### src/rtl/win_fetch_agen.sv
module win_fetch_agen #(
  parameter int AW           = 32,
  parameter int CW           = 12,
  parameter int NARROW_LIMIT = 128,
  parameter int LONG_BURST   = 16,
  parameter int SHORT_BURST  = 8,
  localparam int LENW        = $clog2(LONG_BURST + 1),
  localparam int PW          = 2 * CW + 1,
  localparam int BW          = PW + 2
) (
  input  logic            clk,
  input  logic            rst_n,
  input  logic            frame_start,
  input  logic [AW-1:0]   cfg_base,
  input  logic [CW-1:0]   cfg_whole_w,
  input  logic [CW-1:0]   cfg_off_x,
  input  logic [CW-1:0]   cfg_off_y,
  input  logic [CW-1:0]   cfg_ovl_w,
  input  logic [CW-1:0]   cfg_ovl_h,
  input  logic [2:0]      cfg_fmt,
  output logic            req_valid,
  input  logic            req_ready,
  output logic [AW-1:0]   req_addr,
  output logic [LENW-1:0] req_len,
  output logic            done
);
  localparam logic [2:0] FMT_RGB565 = 3'd0;

  logic            busy, done_q;
  logic [CW-1:0]   row;
  logic [CW:0]     left;
  logic [AW-1:0]   addr, line_addr;

  logic            wide;
  logic [CW+1:0]   line_bytes, stride;
  logic [CW:0]     line_words, burst_ext;
  logic [LENW-1:0] burst_max, cur_len;
  logic [PW-1:0]   pix_ofs;
  logic [BW-1:0]   byte_ofs;
  logic [AW-1:0]   frame_base, next_line;
  logic            empty, last_chunk, last_row, accept;

  assign wide       = (cfg_fmt != FMT_RGB565);
  assign line_bytes = wide ? {cfg_ovl_w, 2'b00} : {1'b0, cfg_ovl_w, 1'b0};
  assign stride     = wide ? {cfg_whole_w, 2'b00} : {1'b0, cfg_whole_w, 1'b0};
  assign line_words = (CW+1)'((line_bytes + (CW+2)'(3)) >> 2);
  assign burst_max  = (cfg_whole_w < CW'(NARROW_LIMIT)) ? LENW'(SHORT_BURST) : LENW'(LONG_BURST);
  assign burst_ext  = (CW+1)'(burst_max);
  assign pix_ofs    = PW'(cfg_off_y) * PW'(cfg_whole_w) + PW'(cfg_off_x);
  assign byte_ofs   = wide ? {pix_ofs, 2'b00} : {1'b0, pix_ofs, 1'b0};
  assign frame_base = cfg_base + AW'(byte_ofs);
  assign next_line  = line_addr + AW'(stride);
  assign empty      = (cfg_ovl_w == '0) || (cfg_ovl_h == '0);

  assign last_chunk = (left <= burst_ext);
  assign cur_len    = last_chunk ? LENW'(left) : burst_max;
  assign last_row   = (row == cfg_ovl_h - CW'(1));
  assign accept     = busy && req_ready;

  assign req_valid  = busy;
  assign req_addr   = addr;
  assign req_len    = cur_len;
  assign done       = done_q;

  always_ff @(posedge clk or negedge rst_n) begin
    if (!rst_n) begin
      busy      <= 1'b0;
      done_q    <= 1'b0;
      row       <= '0;
      left      <= '0;
      addr      <= '0;
      line_addr <= '0;
    end else if (frame_start) begin
      busy      <= !empty;
      done_q    <= empty;
      row       <= '0;
      left      <= line_words;
      addr      <= frame_base;
      line_addr <= frame_base;
    end else if (accept) begin
      if (!last_chunk) begin
        left <= left - burst_ext;
        addr <= addr + AW'({cur_len, 2'b00});
      end else if (last_row) begin
        busy   <= 1'b0;
        done_q <= 1'b1;
      end else begin
        row       <= row + CW'(1);
        left      <= line_words;
        line_addr <= next_line;
        addr      <= next_line;
      end
    end
  end
endmodule

### config.mk
export PLATFORM = sky130hd
export DESIGN_NAME = win_fetch_agen
export DESIGN_NICKNAME = d
export VERILOG_FILES = /design/src/rtl/win_fetch_agen.sv
export SDC_FILE = /design/constraint.sdc
export NUM_CORES = 1
export LEC_CHECK = 0
export ABC_AREA = 1
export BUFFER_PORTS_ARGS = -buffer_cell sky130_fd_sc_hd__buf_2
export CAP_MARGIN = 20
export CORE_MARGIN = 5
export CORE_UTILIZATION = 50
export DETAILED_ROUTE_END_ITERATION = 8
export HOLD_SLACK_MARGIN = 0.05
export PLACE_DENSITY = 0.78
export RECOVER_POWER = 50
export SLEW_MARGIN = 10
export SYNTH_ARGS = -nofsm -noshare
export SYNTH_HDL_FRONTEND = slang
export SYNTH_SLANG_ARGS = --single-unit
### constraint.sdc
create_clock -name clk -period 10.2 [get_ports clk]
set_clock_uncertainty 0.15 [all_clocks]
set_input_delay 2.55 -clock clk [delete_from_list [all_inputs] [get_ports clk]]
set_output_delay 2.55 -clock clk [all_outputs]
set_load 0.005 [all_outputs]
; Yosys cells after proc, flatten, opt, wreduce, memory -nomap -nowiden
; Index checks and enable logic that the tools add are counted.
[totals]
register_bits = 91
out_inout_bits = 39
elab_cells = 60
inputBits = 99
[op_classes]
addsub = 8
n_mux = 28
n_reduce_logical = 12
order_cmp = 2
mul = 1
n_eq_ne = 3
[op_table]
columns = operator, count
row1 = 32-bit two-way mux, 7
row2 = 13-bit two-way mux, 4
row3 = 12-bit two-way mux, 4
row4 = 32-bit by 14-bit adder with 32-bit output, 1
row5 = 32-bit by 27-bit adder with 32-bit output, 1
row6 = 32-bit by 7-bit adder with 32-bit output, 1
row7 = 14-bit two-way mux, 2
row8 = 27-bit two-way mux, 1
row9 = 24-bit by 12-bit adder with 25-bit output, 1
row10 = 12-bit logical NOT, 2
row11 = 12-bit by 12-bit multiplier with 24-bit output, 1
row12 = 14-bit by 2-bit adder with 14-bit output (second input constant), 1
row13 = 13-bit by 5-bit <= comparator with 1-bit output, 1
row14 = 13-bit by 5-bit subtractor with 13-bit output, 1
row15 = 12-bit by 1-bit adder with 12-bit output (second input constant), 1
row16 = 12-bit equality test, 1
row17 = 12-bit by 8-bit less-than comparator with 1-bit output (second input constant), 1
row18 = 12-bit by 1-bit subtractor with 12-bit output (second input constant), 1
row19 = 5-bit two-way mux, 2
row20 = 1-bit two-way mux, 8
row21 = 3-bit AND reduction, 2
row22 = 2-bit nonzero test, 3
row23 = 3-bit != test (second input constant), 1
row24 = 3-bit nonzero test, 1
row25 = other kinds (5), 5

; Longest topological paths before layout
; Gate-level depths: netlist of run 1.
[depth]
word_depth = 8
mapped_depth = 37
ltp_nobuf = 36

; Worst setup path before layout of run 1
; No wires, ideal clock.
[synth_timing]
path_kind = input port to flip-flop
startpoint = input port cfg_whole_w[2]
endpoint = register line_addr[28]
required_time_ns = 9.934
arrival_ns = 8.254
path_buffers = 1
cell_stages = 35
setup_time_ns = 0.116
path_slack_ns = 1.680
path_cell_list = clkbuf_1 -> nand2_1 -> inv_1 -> fa_1 -> inv_1 -> fa_1 -> inv_1 -> fa_1 -> fa_1 -> inv_1 -> fa_1 -> inv_1 -> ha_1 -> nand2_1 -> o21ai_0 -> a21oi_1 -> o21ai_0 -> nand3_1 -> nand2_1 -> nand2_1 -> nand3_1 -> nand2_1 -> ha_1 -> nand2_1 -> inv_1 -> a21oi_1 -> nor2_1 -> nor2_1 -> nor2_1 -> nor2_1 -> nand3_1 -> nand3_1 -> nand2_1 -> nand2_1 -> nand2_1
[synth_between]
elab_chain_cells = 6
word_cells_on_any_way = 15
cone_classes = 3 x add/sub / 1 x mul / 2 x order compare / 7 x mux / 2 x reduce/logical
[synth_rtl]
columns = element, line_no
row1 = "start, declared", 15  ; input logic [CW-1:0] cfg_whole_w,
row2 = branches (longest 6 deep; another with 32-bit by 27-bit adder with 32-bit output), --
row3 = "end signal, assigned", 79  ; line_addr <= frame_base;
row4 = "end signal, assigned", 90  ; line_addr <= next_line;
row5 = "end, declared", 32  ; logic [AW-1:0] addr, line_addr;
; Several ways; the timed one is not identified. The select of a mux whose other input is x is not followed.
; A chain may end at the register's enable or synchronous reset.

; Final worst setup path of run 1
[layout_timing]
startpoint = input port cfg_whole_w[2]
endpoint = register line_addr[13]
; The elaborated chain is that of the path after synthesis.

==> reports/metrics.yaml, run 1 <==
outcome:
  status: "complete, but fails checks"
  violations: "max-capacitance violations, max-slew violations"
finish:
  finalCoreUtilization: 0.545
  synthToLayoutAreaGrowth_pct: 8.16
  drive_gt1_frac: 0.0668
  final_cells: 3228
  ff_latch_area_sq_um: 2280
  nNetsFinal: 3119
  n_fill_cell: 3335
  multiInputGateArea_sq_um: 11900
place:
  gp_congestion: 0.977
  io_buffers: 137
  dp.cells: 3211
  hpwl_mm: 43.1
  post-place-ws_ns: 0.455
global_route:
  grt_pass1_vias: 17000
  antenna_found_initial: 1
  grt_usage: 0.291
  grt_use_met3: 0.0513
  grtUsageMet2: 0.476
  overflow: 0
  top_usage_layer: "met2"
  grt_max_degree: 65
  grt_use_met1: 0.396
  grt_pass1_wl_mm: 85.1
worst_setup_path:
  rrSetupSlack_ns: 5.93
  cp.arrival_ns: 9.72
  crit_required_ns: 10.31
  cp_max_fo: 13
  crit_type: "in -> reg"
  cp-start-kind: "input port"
  reg2regPathDepth: 16
  r2r-end: "req_addr[1]"
  crit_path_end_kind: "flip-flop"
  timing.rr.start: "left[3]"
yosys:
  synth_common_cells: "nand2_1 (1,023), inv_1 (469), nand3_1 (213)"
  yosysUniqueCellTypes: 40
  yosysTopAreaCell: "nand2_1"
  seq_area_frac_synth: 0.140
  yosys_warnings: 0
  netlist_area_sq_um: 16300
  ys_ff_latch: 91
  synth_edf_count: 0
  yosys.area.top_type_share: 0.236
  syn_inst: 2695
  avgSynthCellArea_sq_um: 6.05
  ys_async_sr_fraction: 1.00
  syn_nets: 3034
  yosys-top-cells-area: "nand2_1 (24%), fa_1 (14%), dfrtp_1 (14%), inv_1 (11%), ha_1 (9.5%)"
  yosysMostFrequentCell: "nand2_1"
  ys.flop_type: "dfrtp_1"
sta:
  tightest_slew_ns: 3.43
  hold_violations: 0
  timing.final.ws_setup_ns: 0.588
  final.setup.tns_ns: 0
  slew_headroom: -1.28
  period_needed_ns: 9.61
  rsz0062_at_grt: "no"
  fmax_ghz: 0.104
  slew_viol_final: 94
  setup_violations: 0
  period_share: 0.942
clock_tree:
  root_buffer: "clkbuf_16"
  cts_buffers: 9
  cts.sink_count: 91
  clk_pin_slew_worst_paths_ns: 0.07
  cts_tree: "built"
  postCtsResizedCells: 0
  clockBufferDepth: 2
  hold_buffers: 0
  cts-htree-levels: 3
  insertion_delay_ns: 0.37
  post_cts_buffers: 0
flow_run:
  drv_cap: 2
detailed_routing:
  via_per_inst: 5.41
  drtIter0Drc: 1480
  vias: 17500
  first_pass_iters: 8
  drc: 0
  wl_mm: 52.7
  ant_nets: 0
  post_drt_wl_per_cell_microns: 16.3
floorplanning:
  core_sq_um: 32400
  die_y_microns: 191
  io_pins: 138
  rows: 66
  start_util: 0.504
  dieWidth_microns: 191
  dieArea_sq_um: 36300
worst_hold_path:
  holdCritStartpoint: "done"
  hold_class: "reg -> reg"
  hold_end: "done"
  whs_path_depth: 2
==> state kept, by name, indices dropped and copies added, names as in the netlist <==
register / flops
line_addr: 32
req_addr: 32
left: 13
row: 12
done: 1
req_valid: 1
==> kinds of logic after synthesis <==
family | Yosys count | share of synthesized area
and+or+nand+nor | 1549 | 0.396
buffers and inverters | 546 | 0.129
adders and majority gates | 240 | 0.238
AOI/OAI and AO/OA | 223 | 0.0722
DFF | 91 | 0.140
xor gates and xnor gates | 46 | 0.0247
==> worst max-delay path by stage <==
stage              startpoint            end
2_1_floorplan  cfg_whole_w[2]  line_addr[28]
3_3_place_gp   cfg_whole_w[2]  line_addr[13]
3_5_place_dp   cfg_whole_w[2]  line_addr[13]
4_1_cts        cfg_whole_w[2]  line_addr[13]
5_1_grt        cfg_whole_w[2]  line_addr[13]
6_report       cfg_whole_w[2]  line_addr[13]
==> stage by stage <==
stage | hold slack (ns) | instance area, sq um
global route | 0.367 | 17600
detailed placement | 0.305 | 17300
CTS | 0.320 | 17600
finish | 0.317 | 17600
global placement | 0.303 | 17300
floorplan | 0.288 | 16300
==> critical path, cell delays in order <==
cell,delay [ns]
buf_2,0.21
nand2_1,0.10
inv_1,0.06
fa_1,0.53
inv_1,0.05
fa_1,0.49
inv_1,0.06
fa_1,0.46
fa_1,0.49
inv_1,0.06
fa_1,0.54
inv_1,0.06
ha_1,0.44
nand2_1,0.15
o21ai_0,0.32
a21oi_1,0.13
o21ai_0,0.48
xnor2_1,0.22
o21ai_0,0.13
ha_1,0.39
a21oi_1,0.24
o21ai_0,0.21
inv_1,0.11
nand3_1,0.23
o21ai_0,0.58
o21ai_0,0.24
nand2_1,0.11
nand2_1,0.05
==> cells in the final DEF, fill, tap and decap left out, types with 2 or more instances in the layout <==
cell,netlist,final
a21oi_1,77,76
nand2_2,4,5
bufinv_16,0,3
o21bai_1,3,3
clkbuf_16,0,9
o21a_1,2,2
nand2_1,1023,1022
dfrtp_1,91,91
nor4_1,7,7
nand3b_1,24,24
nor2_2,7,7
fa_1,116,116
o21ai_1,3,3
inv_6,0,2
o31ai_1,3,3
ha_1,124,124
o21ai_0,119,119
nor2_4,3,3
xor2_1,24,24
buf_4,5,8
nand4_1,50,50
a21o_1,4,4
o221ai_1,2,2
clkbuf_1,45,9
nor3_1,31,31
and2_1,8,8
inv_2,4,4
or2_2,14,14
nor2_1,163,163
o211ai_1,4,4
xnor2_1,22,22
a21boi_0,3,3
buf_2,12,128
clkinv_1,1,2
o22ai_1,2,2
nand3_1,213,213
inv_1,469,468
==> per-layer routing <==
metal / share of wire / vias up / wire [microns]
li1: - / 8512 / -
met1: 0.43 / 8145 / 22600
met2: 0.46 / 698 / 24300
met5: 0 / - / 0
met3: 0.083 / 100 / 4350
met4: 0.029 / 0 / 1500
==> area by class of cell <==
class / count / area share
Sequential cell: 91 / 0.129
Clock buffer: 10 / 0.0136
Multi-Input combinational cell: 2058 / 0.676
Inverter: 474 / 0.101
Clock inverter: 6 / 0.00674
Antenna cell: 1 / 0.000142
Timing Repair Buffer: 146 / 0.0419
Tap cell: 442 / 0.0314
Power of run 1 is not shown: default switching activity piles up to over one toggle a cycle in this logic, so the estimate is an artifact.
==> run 2, diff against run 1 <==
Settings changed: CORE_MARGIN 5 to 2.
==> reports/metrics.yaml, run 2 (synthesis results as in run 1) <==
clock_tree:
  insertion_delay_ns: 0.37
  hold_buffers: 0
  cts.sink_count: 91
  clk_pin_slew_worst_paths_ns: 0.07
  postCtsResizedCells: 0
  cts-htree-levels: 3
  cts_tree: "built"
  root_buffer: "clkbuf_16"
  clockBufferDepth: 2
  cts_buffers: 9
  post_cts_buffers: 0
power_and_ir_drop:
  p_leak_uw: 0.0102
  powerDensity_nw_per_um2: 372
  ir_worst_vdd_v: 0.000284
sta:
  hold_violations: 0
  final.setup.tns_ns: 0
  timing.final.ws_setup_ns: 0.743
  fmax_ghz: 0.106
  rsz0062_at_grt: "no"
  setup_violations: 0
  slew_viol_final: 74
  period_needed_ns: 9.46
  period_share: 0.927
  slew_headroom: -1.74
  tightest_slew_ns: 4.11
detailed_routing:
  ant_nets: 0
  post_drt_wl_per_cell_microns: 15.9
  drtIter0Drc: 1359
  first_pass_iters: 5
  wl_mm: 51.4
  drc: 0
  vias: 17500
  via_per_inst: 5.41
global_route:
  grt_max_degree: 74
  overflow: 0
  antenna_found_initial: 4
  grt_pass1_wl_mm: 84.1
  grt_pass1_vias: 16800
  grt_usage: 0.312
worst_setup_path:
  cp-start-kind: "input port"
  cp.arrival_ns: 9.61
  crit_required_ns: 10.35
  path_common_cell: "nand2_1"
  crit_type: "in -> reg"
  max_stage_delay_ns: 0.54
  slowest_stage: "fa_1"
  cp_max_fo: 13
  crit_path_end_kind: "flip-flop"
floorplanning:
  io_pins: 138
  dieWidth_microns: 185
  die_y_microns: 185
  core_sq_um: 32300
  start_util: 0.505
  dieArea_sq_um: 34100
  rows: 66
outcome:
  violations: "max-capacitance violations, max-slew violations"
  status: "complete, but fails checks"
flow_run:
  drv_cap: 1
worst_hold_path:
  hold_class: "reg -> reg"
place:
  io_buffers: 137
  post-place-ws_ns: 0.609
  hpwl_mm: 41.9
  gp_congestion: 0.984
finish:
  nNetsFinal: 3118
  drive_gt1_frac: 0.0625
  layout_commonest_cell: "nand2_1"
  layout_common_cells: "nand2_1 (1,022), inv_1 (468), nand3_1 (213), nor2_1 (163), ha_1 (124)"
  synthToLayoutAreaGrowth_pct: 7.55
## run 2: stage by stage
step	cells	cell area [sq um]	total power [uW]	hold WS, ns	utilization
2_1_floorplan	2695	16300	4500	0.288	-
3_3_place_gp	3210	17300	6030	0.305	0.535
3_5_place_dp	3210	17300	6070	0.311	0.535
4_1_cts	3225	17600	6430	0.326	0.544
5_1_grt	3229	17500	7300	0.361	0.543
6_report	3229	17500	6520	0.325	0.543
## run 2: report_power, final
part	switching, uW	internal [uW]	total (uW)	leakage (uW)
combinational	3740	1790	5540	0.00890
sequential	174	485	658	0.00114
clock	158	170	328	0.000124
## run 2: area by class of cell
cell class / instances / area [sq um]
multi-input combinational: 2058 / 11900
clock buffer: 11 / 243
inverter: 474 / 1780
clock inverter: 4 / 27.5
antenna: 4 / 10.0
sequential: 91 / 2280
tap: 442 / 553
fill: 3329 / 14800
timing repair buffer: 145 / 719
## run 2: layer usage
layer	vias up	part of all wire	global-route usage
met5	-	0	0
met4	0	0.037	0.120
met3	117	0.076	0.0480
met2	672	0.46	0.505
met1	8156	0.43	0.418
li1	8513	-	-
## run 2: path summary, 6_finish.rpt
path,endpoint,cells after the start,slack [ns],startpoint
setup / recovery,req_addr[21],32,0.74,cfg_whole_w[2]
hold / removal,line_addr[0],2,0.32,line_addr[0]
setup reg to reg,line_addr[1],16,6.02,left[3]
hold reg to reg,line_addr[0],2,0.32,line_addr[0]
max in group asynchronous,row[8],2,3.22,rst_n
min in group asynchronous,req_addr[1],1,2.21,rst_n
## run 2: critical path, delay by kind of cell
family,cells,cell delay [ns]
AO/OA/AOI/OAI,3,1.00
adder cells (fa/ha/maj),7,3.36
AND/OR/NAND/NOR,16,2.20
buffers and inverters,6,0.47
No activity file was read; power rests on OpenSTA's default activity.
